### src/rtl/pcf_pkg.sv
package pcf_pkg;
  localparam int MODE_W = 3;

  typedef enum logic [MODE_W-1:0] {
    PCF_SYNC   = 3'd0,
    PCF_DIRECT = 3'd1,
    PCF_AGR2   = 3'd2,
    PCF_AGR3   = 3'd3,
    PCF_AGR4   = 3'd4,
    PCF_AGR5   = 3'd5,
    PCF_RSV6   = 3'd6,
    PCF_RSV7   = 3'd7
  } pcf_mode_e;

  localparam int RUN_MAX = 5;
  localparam int RUN_W   = $clog2(RUN_MAX + 1);

  function automatic logic pcf_is_filter(input logic [MODE_W-1:0] m);
    return (m >= 3'd2) && (m <= 3'd5);
  endfunction

  // samples that must agree for an agreement mode
  function automatic logic [RUN_W-1:0] pcf_run_need(input logic [MODE_W-1:0] m);
    return RUN_W'(m);
  endfunction

  function automatic logic [RUN_W-1:0] pcf_run_inc(input logic [RUN_W-1:0] r);
    return (r >= RUN_W'(RUN_MAX)) ? RUN_W'(RUN_MAX) : r + 1'b1;
  endfunction
endpackage

### src/rtl/pcf_sync.sv
module pcf_sync #(
  parameter int STAGES = 2
) (
  input  logic clk,
  input  logic rst_n,
  input  logic d,
  output logic q
);
  localparam int WARM_W = $clog2(STAGES + 1);

  logic [STAGES-1:0] chain_q;

  generate
    if (STAGES == 1) begin : g_one
      always_ff @(posedge clk or negedge rst_n)
        if (!rst_n) chain_q <= '0;
        else        chain_q <= d;
    end else begin : g_many
      always_ff @(posedge clk or negedge rst_n)
        if (!rst_n) chain_q <= '0;
        else        chain_q <= {chain_q[STAGES-2:0], d};
    end
  endgenerate

  assign q = chain_q[STAGES-1];

  logic [WARM_W-1:0] warm_q;
  always_ff @(posedge clk or negedge rst_n)
    if (!rst_n)                       warm_q <= '0;
    else if (warm_q < WARM_W'(STAGES)) warm_q <= warm_q + 1'b1;


  sync_delay_chk: assert property (@(posedge clk) disable iff (!rst_n)
    (warm_q == WARM_W'(STAGES)) |-> (q == $past(d, STAGES)));
endmodule

### src/rtl/pcf_agree.sv
module pcf_agree
  import pcf_pkg::*;
#(
  parameter int STROBE_CNT = 8,
  localparam int SEL_W = $clog2(STROBE_CNT)
) (
  input  logic                  clk,
  input  logic                  rst_n,
  input  logic                  smp,
  input  logic [MODE_W-1:0]     mode_sel,
  input  logic [SEL_W-1:0]      strobe_sel,
  input  logic [STROBE_CNT-1:0] strobe_vec,
  output logic                  filt
);
  logic [MODE_W-1:0] mode_q;
  logic [RUN_W-1:0]  run_q, run_nx;
  logic              prev_q, prev_nx;
  logic              filt_q, filt_nx;
  logic              strobe_hit;
  logic              mode_chg;
  logic              smp_en;
  logic              smp_diff;
  logic              run_done;

  assign strobe_hit = strobe_vec[strobe_sel];
  assign mode_chg   = (mode_sel != mode_q);
  assign smp_en     = strobe_hit && pcf_is_filter(mode_sel) && !mode_chg;
  assign smp_diff   = (run_q == '0) || (smp != prev_q);

  always_comb begin
    run_nx  = run_q;
    prev_nx = prev_q;
    if (mode_chg) begin
      run_nx  = '0;
      prev_nx = 1'b0;
    end else if (smp_en) begin
      run_nx  = smp_diff ? RUN_W'(1) : pcf_run_inc(run_q);
      prev_nx = smp;
    end
  end

  assign run_done = smp_en && (run_nx >= pcf_run_need(mode_sel));
  assign filt_nx  = run_done ? smp : filt_q;

  always_ff @(posedge clk or negedge rst_n)
    if (!rst_n) begin
      mode_q <= '0;
      run_q  <= '0;
      prev_q <= 1'b0;
      filt_q <= 1'b0;
    end else begin
      mode_q <= mode_sel;
      run_q  <= run_nx;
      prev_q <= prev_nx;
      filt_q <= filt_nx;
    end

  assign filt = filt_q;


  filt_on_strobe_chk: assert property (@(posedge clk) disable iff (!rst_n)
    (filt_q != $past(filt_q)) |-> $past(strobe_hit));

  filt_takes_sample_chk: assert property (@(posedge clk) disable iff (!rst_n)
    (filt_q != $past(filt_q)) |-> (filt_q == $past(smp)));

  mode_clear_chk: assert property (@(posedge clk) disable iff (!rst_n)
    mode_chg |=> (run_q == '0));

  run_restart_chk: assert property (@(posedge clk) disable iff (!rst_n)
    (smp_en && (run_q != '0) && (smp != prev_q)) |=> (run_q == RUN_W'(1)));
endmodule

### src/rtl/pin_cond_filter.sv
module pin_cond_filter
  import pcf_pkg::*;
#(
  parameter int SYNC_STAGES = 2,
  parameter int STROBE_CNT  = 8,
  localparam int SEL_W = $clog2(STROBE_CNT)
) (
  input  logic                  clk,
  input  logic                  rst_n,
  input  logic                  pin_raw,
  input  logic [MODE_W-1:0]     mode_sel,
  input  logic [SEL_W-1:0]      strobe_sel,
  input  logic [STROBE_CNT-1:0] strobe_vec,
  input  logic                  invert,
  output logic                  pin_out
);
  logic pin_sync;
  logic pin_filt;
  logic level;

  pcf_sync #(.STAGES(SYNC_STAGES)) u_sync (
    .clk (clk),
    .rst_n (rst_n),
    .d (pin_raw),
    .q (pin_sync)
  );

  pcf_agree #(.STROBE_CNT(STROBE_CNT)) u_agree (
    .clk (clk),
    .rst_n (rst_n),
    .smp (pin_sync),
    .mode_sel (mode_sel),
    .strobe_sel (strobe_sel),
    .strobe_vec (strobe_vec),
    .filt (pin_filt)
  );

  always_comb begin
    if (mode_sel == PCF_DIRECT)        level = pin_raw;
    else if (pcf_is_filter(mode_sel))  level = pin_filt;
    else                               level = pin_sync;
  end

  assign pin_out = level ^ invert;


  reset_quiet_chk: assert property (@(posedge clk)
    (!rst_n && (mode_sel != PCF_DIRECT)) |-> (pin_out == invert));
endmodule

### config.mk
export PLATFORM = sky130hd
export DESIGN_NAME = pin_cond_filter
export DESIGN_NICKNAME = d
export VERILOG_FILES = /design/src/rtl/pcf_pkg.sv /design/src/rtl/pcf_sync.sv /design/src/rtl/pcf_agree.sv /design/src/rtl/pin_cond_filter.sv
export SDC_FILE = /design/constraint.sdc
export NUM_CORES = 1
export LEC_CHECK = 0
export CAP_MARGIN = 10
export CORE_UTILIZATION = 30
export DETAILED_ROUTE_END_ITERATION = 10
export PLACE_DENSITY = 0.6
export SLEW_MARGIN = 20
export SYNTH_ARGS = -nofsm -noshare
export SYNTH_HDL_FRONTEND = slang
export SYNTH_SLANG_ARGS = --single-unit
### constraint.sdc
create_clock -name clk -period 2.3 [get_ports clk]
set_clock_uncertainty 0.05 [all_clocks]
set_input_delay 0.575 -clock clk [delete_from_list [all_inputs] [get_ports clk]]
set_output_delay 0.575 -clock clk [all_outputs]
set_load 0.02 [all_outputs]
## Word-level counts from Yosys, hierarchy flattened

Cells that the tools add are included.

- Eq/ne operators: 3
- Multiplexer cells: 10
- Reductions and logical operators: 8
- Bitwise gates (word level): 1
- Add/subtract/negate cells: 1
- Order comparisons: 5

Operators by type and width:

| cell | number |
|---|---|
| 2-to-1 mux 3 bit | 4 |
| 2-to-1 mux 1 bit | 5 |
| logical AND 1 bit | 4 |
| less-than comparator 3 x 4 -> 1 bit, second input constant | 1 |
| adder 3 x 1 -> 3 bit, second input constant | 1 |
| binary-select mux 1 bit (select 3 bit) | 1 |
| == test 3 x 1 -> 1 bit, second input constant | 1 |
| >= comparator 3 x 2 -> 1 bit, second input constant | 1 |
| >= comparator 3 bit | 1 |
| >= comparator 3 bit, second input constant | 1 |
| less-or-equal comparator 3 bit, second input constant | 1 |
| zero test 3 bit | 1 |
| inequality test 3 bit | 1 |
| nonzero test 2 bit | 1 |
| zero test 1 bit | 1 |
| logical OR 1 bit | 1 |
| inequality test 1 bit | 1 |
| bitwise XOR 1 bit | 1 |

- Bits in registers: 10
- Word-level logic and storage cells: 33
- Input bits: 18
- Output and inout bits: 1

## Logic depth before layout (Yosys ltp)

Gate-level depths: netlist (run 1).

- Depth in word-level cells: 8
- Gate-level depth with buffers: 12
- Depth with buffers taken out: 12

## Cells and area by module

Synthesis (run 1) repeated with hierarchy kept, for this count alone.

- Cell total of the unflattened synthesis: 72
- Area, all modules: 742.0 um^2

By module, submodules not included:

| module | instances | area each (um^2) | cells an instance | sequential area each (um^2) |
|---|---|---|---|---|
| pcf_agree | 1 | 613.1 | 61 | 200.2 |
| pin_cond_filter | 1 | 78.8 | 9 | 0.0 |
| pcf_sync | 1 | 50.0 | 2 | 50.0 |

## Worst setup path after synthesis (run 1)

OpenSTA, ideal clock, no wires.

- Path kind: input -> register
- Start: in mode_sel[1]
- End: reg u_agree.filt_q (netlist: u_agree.filt)
- Data arrival time: 2,591 ps
- Stages on the path: 12
- Slack: -469 ps
- Buffers on the path: 1
- Setup time: 128 ps
- Required time: 2,122 ps
- Cells stage by stage: buf_2 -> xnor2_1 -> a31oi_4 -> o311ai_4 -> or2_1 -> a2bb2oi_1 -> ha_1 -> nand2b_1 -> a21o_1 -> a21oi_1 -> nor3_1 -> mux2_1

- Word-level cells in the longest chain between the ends: 8
- Elaborated cells on any way between the ends: 11
- Those cells by class: order compare (3); eq/ne (1); mux (2); reduce/logical (5)

RTL lines:

| element | line | text |
|---|---|---|
| start: declaration | pin_cond_filter.sv:11 | `input logic [MODE_W-1:0] mode_sel,` |
| >= comparator 3 x 2 -> 1 bit / less-or-equal comparator 3 bit (equally long branches) | pcf_pkg.sv:19 | `return (m >= 3'd2) && (m <= 3'd5);` |
| logical AND 1 bit | pcf_pkg.sv:19 |  |
| logical AND 1 bit (2 in a row) | pcf_agree.sv:27 | `assign smp_en = strobe_hit && pcf_is_filter(mode_sel) && !mode_chg;` |
| 2-to-1 mux 3 bit | pcf_agree.sv:36 | `end else if (smp_en) begin` |
| 2-to-1 mux 3 bit | pcf_agree.sv:33 | `if (mode_chg) begin` |
| >= comparator 3 bit | pcf_agree.sv:42 | `assign run_done = smp_en && (run_nx >= pcf_run_need(mode_sel));` |
| logical AND 1 bit (*) | pcf_agree.sv:42 |  |
| end signal: assignment | pcf_agree.sv:55 | `filt_q <= filt_nx;` |
| end: declaration | pcf_agree.sv:18 | `logic filt_q, filt_nx;` |

Mark *: on every way between the ends. The rest lies on a longest branch, timed or not.
A chain may end at the register's enable or synchronous reset.

## Worst setup path in the final report (run 1)

- Start: in strobe_sel[0]
- End: reg u_agree.filt_q (netlist: u_agree.filt)

- Word-level cells in the longest chain between the ends: 8

RTL lines:

| element | line | text |
|---|---|---|
| start: declaration | pin_cond_filter.sv:12 | `input logic [SEL_W-1:0] strobe_sel,` |
| binary-select mux 1 bit (select 3 bit) (*) | pcf_agree.sv:25 | `assign strobe_hit = strobe_vec[strobe_sel];` |
| 2-to-1 mux 1 bit (not written as such) (*) | pcf_agree.sv:25 |  |
| logical AND 1 bit (*) (2 in a row) | pcf_agree.sv:27 |  |
| 2-to-1 mux 3 bit | pcf_agree.sv:36 |  |
| 2-to-1 mux 3 bit | pcf_agree.sv:33 |  |
| >= comparator 3 bit | pcf_agree.sv:42 |  |
| logical AND 1 bit (*) | pcf_agree.sv:42 |  |

Mark *: on every way between the ends. The rest lies on a longest branch, timed or not. The select of a mux whose other input is x is not followed.

==> summary.md, run 1 <==
| Metric | Value |
|---|---|
| Type of the worst min-delay path | `reg2reg` |
| Final wirelength | `1701 um` |
| Area share of the largest cell type after synthesis | `0.3527` |
| Synth Warn # | `0` |
| Fin area | `1195 um2` |
| CTS Sinks | `10` |
| Slowest CP cell | `or2_1` |
| Wire length per cell | `12.60 um` |
| Top achievable clock speed | `369.7 MHz` |
| Placed Cells | `130` |
| Clk Latency, worst-skew pair | `0.26 ns` |
| Synth top area cells | `dfrtp_1, ha_1, xnor2_1` |
| Post-synthesis sequential area ratio | `0.3527` |
| Max-Cap Viols | `0` |
| Synth Instances | `67` |
| Layout overhead on the synthesized area | `68.43%` |
| Main combinational cell family by area after synthesis | `compound AO/OA/AOI/OAI gates` |
| Clock Path Buffers | `2` |
| Worst Path Max Fanout | `5` |
| WP buf/inv | `2` |
| Top-Level Pins | `19` |
| R2r worst-path depth | `12` |
| Outcome | `finished, violations left` |
| Yosys reg bits | `10` |
| Crit. End Element | `flop` |
| Non-filler cells, final | `135` |
| R2r setup slk | `-0.18 ns` |
| TritonCTS clock tree | `done` |
| Cts bufs inserted | `3` |
| Post-synthesis cell area | `709.4 um2` |
| P per Cell Area | `401.5 nW/um2` |
| Mean number of vias per cell | `4.696` |
| Compound-Gate Fraction of Synth Area | `0.2028` |
| Violated checks | `negative setup slack` |
| Root buf cell | `clkbuf_4` |
| Core area | `2212 um2` |
| Post-synthesis adder-cell area fraction | `0.1058` |
| Iteration-0 DRC Markers | `7` |
| First-pass GRT wire length | `3008 um` |
| Post-DP Area | `1074 um2` |
| Hold Crit Start | `u_sync.chain_q[0]` |
| Crit path cell chain | `buf_8, buf_6, mux2i_4, a31oi_4, o311ai_4, or2_1, a2bb2oi_2, ha_1, nand2b_1, a21o_1, a21oi_2, nor3_2, mux2_4` |
| Max rail drop VDD | `0.0003820 V` |
| Clk slew on worst S/H paths | `0.06 ns` |
| Simple-gate share of the synthesized area | `0.1093` |
| Worst Setup SP | `strobe_sel[0]` |
| Hold-fix buffers, CTS | `0` |
| Slowest stage delay, CP | `0.29 ns` |
| RR Startpoint | `u_agree.run_q[0]` |
| Crit path depth | `13` |
| Period utilisation layout | `1.176` |
| Die height | `50.63 um` |
| DR vias | `634` |
| Share of layout cells above drive strength 1 | `0.4766` |
| Final setup margin | `-0.4051 ns` |
| # setup viols final | `1` |
| Max-slew violations | `0` |
| Multiplexer share of the synthesized area | `0.1058` |
| Yosys top cell by area | `dfrtp_1` |
| Relative slew slack | `0.6785` |
| Number of diodes | `0` |
| Synth cell types | `29` |
| Req. time, crit path | `2.40 ns` |
| Antenna Nets Post-Route | `0` |
| Unrepaired setup endpoints after global routing | `true` |
| Placer congestion estimate | `0.7634` |
| Setup CP Type | `in2reg` |
| Largest net degree at the start of global routing | `11` |
| Hold_ws | `0.3175 ns` |
| Remaining DRCs | `0` |
| Post-detail-place hpwl | `1290 um` |
| Vias in the first global route | `704` |
| Family with the most delay on the worst path | `compound AO/OA/AOI/OAI gates` |
| H-tree depth | `1` |
| Overall power | `0.4798 mW` |
| Synth Area in XOR/XNOR | `0.07407` |
| CP arrival | `2.80 ns` |
| Crit path time final | `2.705 ns` |
| Avg Cell Area, Syn | `10.59 um2` |
| Initial Util | `0.3207` |
| Pleak | `0.5711 nW` |
| Worst slew pin tran | `0.4807 ns` |
| Initial antenna violation count | `0` |
| Grt ovf | `0` |
| Hold Fails Final Rpt | `0` |
| Nets | `133` |
| Die footprint | `2563 um2` |
| Synth Net Count | `91` |
| First-pass DRT Iterations | `3` |
| Overall die width | `50.63 um` |
| Crit path capture | `u_agree.filt` |
| GRT Overall Usage | `0.1571` |
| Port bufs | `18` |
| Worst hold path depth | `0` |
| Capturing point of the worst reg2reg path | `u_agree.filt` |
| Critical Path Start Type | `input pin` |
| Row count | `17` |
[what timing repair did]
action,4_1_cts,5_1_grt
pin swaps,11,10
setup endpoints to repair,2,2
gates resized for setup,49,20
setup buffers,2,0
[area by class of cell]
class                   instances  area (um2)
flip-flops and latches         10       250.2
well taps                      28       35.03
repair buffers                 38       331.6
fillers                       215        1017
clock buffers                   3       22.52
inverters                       8       30.03
multi-input cells              48       525.5
[worst min-delay path by stage]
stage / end / slack [ns]
after floorplan: u_agree.filt / 0.23
after global placement: u_sync.chain_q[1] / 0.28
after detailed placement: u_sync.chain_q[1] / 0.31
after CTS: u_sync.chain_q[1] / 0.31
after global routing: u_sync.chain_q[1] / 0.32
final: u_sync.chain_q[1] / 0.32
[where the power goes]
part	switching (mW)	internal, mW
logic	0.0701	0.0979
clock network	0.0591	0.0604
registers	0.00714	0.185
[cell families after synthesis]
logic type      after synthesis
xor+xnor                      6
compound gates               14
buf+inv                       9
mux                           7
simple gates                 15
fa+ha+maj                     6
flops                        10
[sequential cells by signal, summed over array words and instances (netlist names)]
signal,count
u_agree.mode_q,3
u_agree.run_q,3
u_sync.chain_q,2
u_agree.filt,1
u_agree.prev_q,1
[layer usage]
metal,vias to the layer above,share of wire,wire [um],global-route usage
met4,0,0,0,0.01389
li1,320,-,-,-
met2,9,0.53,896,0.2778
met1,305,0.44,745,0.1885
met3,0,0.034,58,0.05455
met5,-,0,0,0
[cell usage in the layout, fill, tap and decap left out, types with 2 or more instances in the layout]
master,count
buf_4,19
dfrtp_1,10
inv_1,7
ha_1,6
dlygate4sd2_1,6
xnor2_1,3
mux2_4,3
nor2_1,3
clkbuf_4,3
clkdlybuf4s15_1,3
buf_6,3
nor3_1,2
nand2b_1,2
nor3_2,2
a21oi_2,2
clkdlybuf4s50_1,2
buf_8,2
[cells in the mapped netlist]
| cell | number |
|---|---|
| ha_1 | 6 |
| o311ai_4 | 1 |
| xor2_1 | 1 |
| a21o_1 | 1 |
| nor4_1 | 1 |
| o2bb2ai_1 | 1 |
| inv_1 | 8 |
| mux2_1 | 2 |
| a2bb2oi_2 | 1 |
| nand2_1 | 2 |
| nor3_1 | 4 |
| nand2b_1 | 2 |
| or2_1 | 1 |
| a31oi_4 | 1 |
| o21ai_0 | 2 |
| nor2_1 | 3 |
| nand3_1 | 1 |
| a2bb2oi_1 | 1 |
| and2_4 | 1 |
| a22o_1 | 1 |
| a21oi_1 | 2 |
| xnor2_1 | 5 |
| buf_2 | 1 |
| a31oi_1 | 1 |
| a32o_1 | 1 |
| mux2i_1 | 3 |
| dfrtp_1 | 10 |
| o221a_1 | 1 |
| mux2_2 | 2 |
[per-stage QoR]
| step | TNS, ns | setup WS [ns] | utilization |
|---|---|---|---|
| global route | -0.4946 | -0.4774 | 0.5402 |
| floorplan | -0.4029 | -0.4029 | - |
| global placement | -2.438 | -1.070 | 0.4853 |
| CTS | -0.5451 | -0.3750 | 0.5271 |
| finish | -0.4051 | -0.4051 | 0.5402 |
| detailed placement | -2.631 | -1.099 | 0.4853 |
Note: power is estimated with default switching activity, not from simulation.
==> run 2, diff against run 1 <==
--- a/config.mk
+++ b/config.mk
@@ -5,6 +5,7 @@
 export SDC_FILE = /design/constraint.sdc
 export NUM_CORES = 1
 export LEC_CHECK = 0
+export ABC_CLOCK_PERIOD_IN_PS = 2300
 export CAP_MARGIN = 10
 export CORE_UTILIZATION = 30
 export DETAILED_ROUTE_END_ITERATION = 10
==> results of run 2 <==
Final layout, timing and power as in run 1 (identical DEF).
==> run 3, diff against run 2 <==
--- a/config.mk
+++ b/config.mk
@@ -9,7 +9,6 @@
 export CAP_MARGIN = 10
 export CORE_UTILIZATION = 30
 export DETAILED_ROUTE_END_ITERATION = 10
-export PLACE_DENSITY = 0.6
 export SLEW_MARGIN = 20
 export SYNTH_ARGS = -nofsm -noshare
 export SYNTH_HDL_FRONTEND = slang
==> results of run 3 <==
Final layout, timing and power as in run 1 (identical DEF).
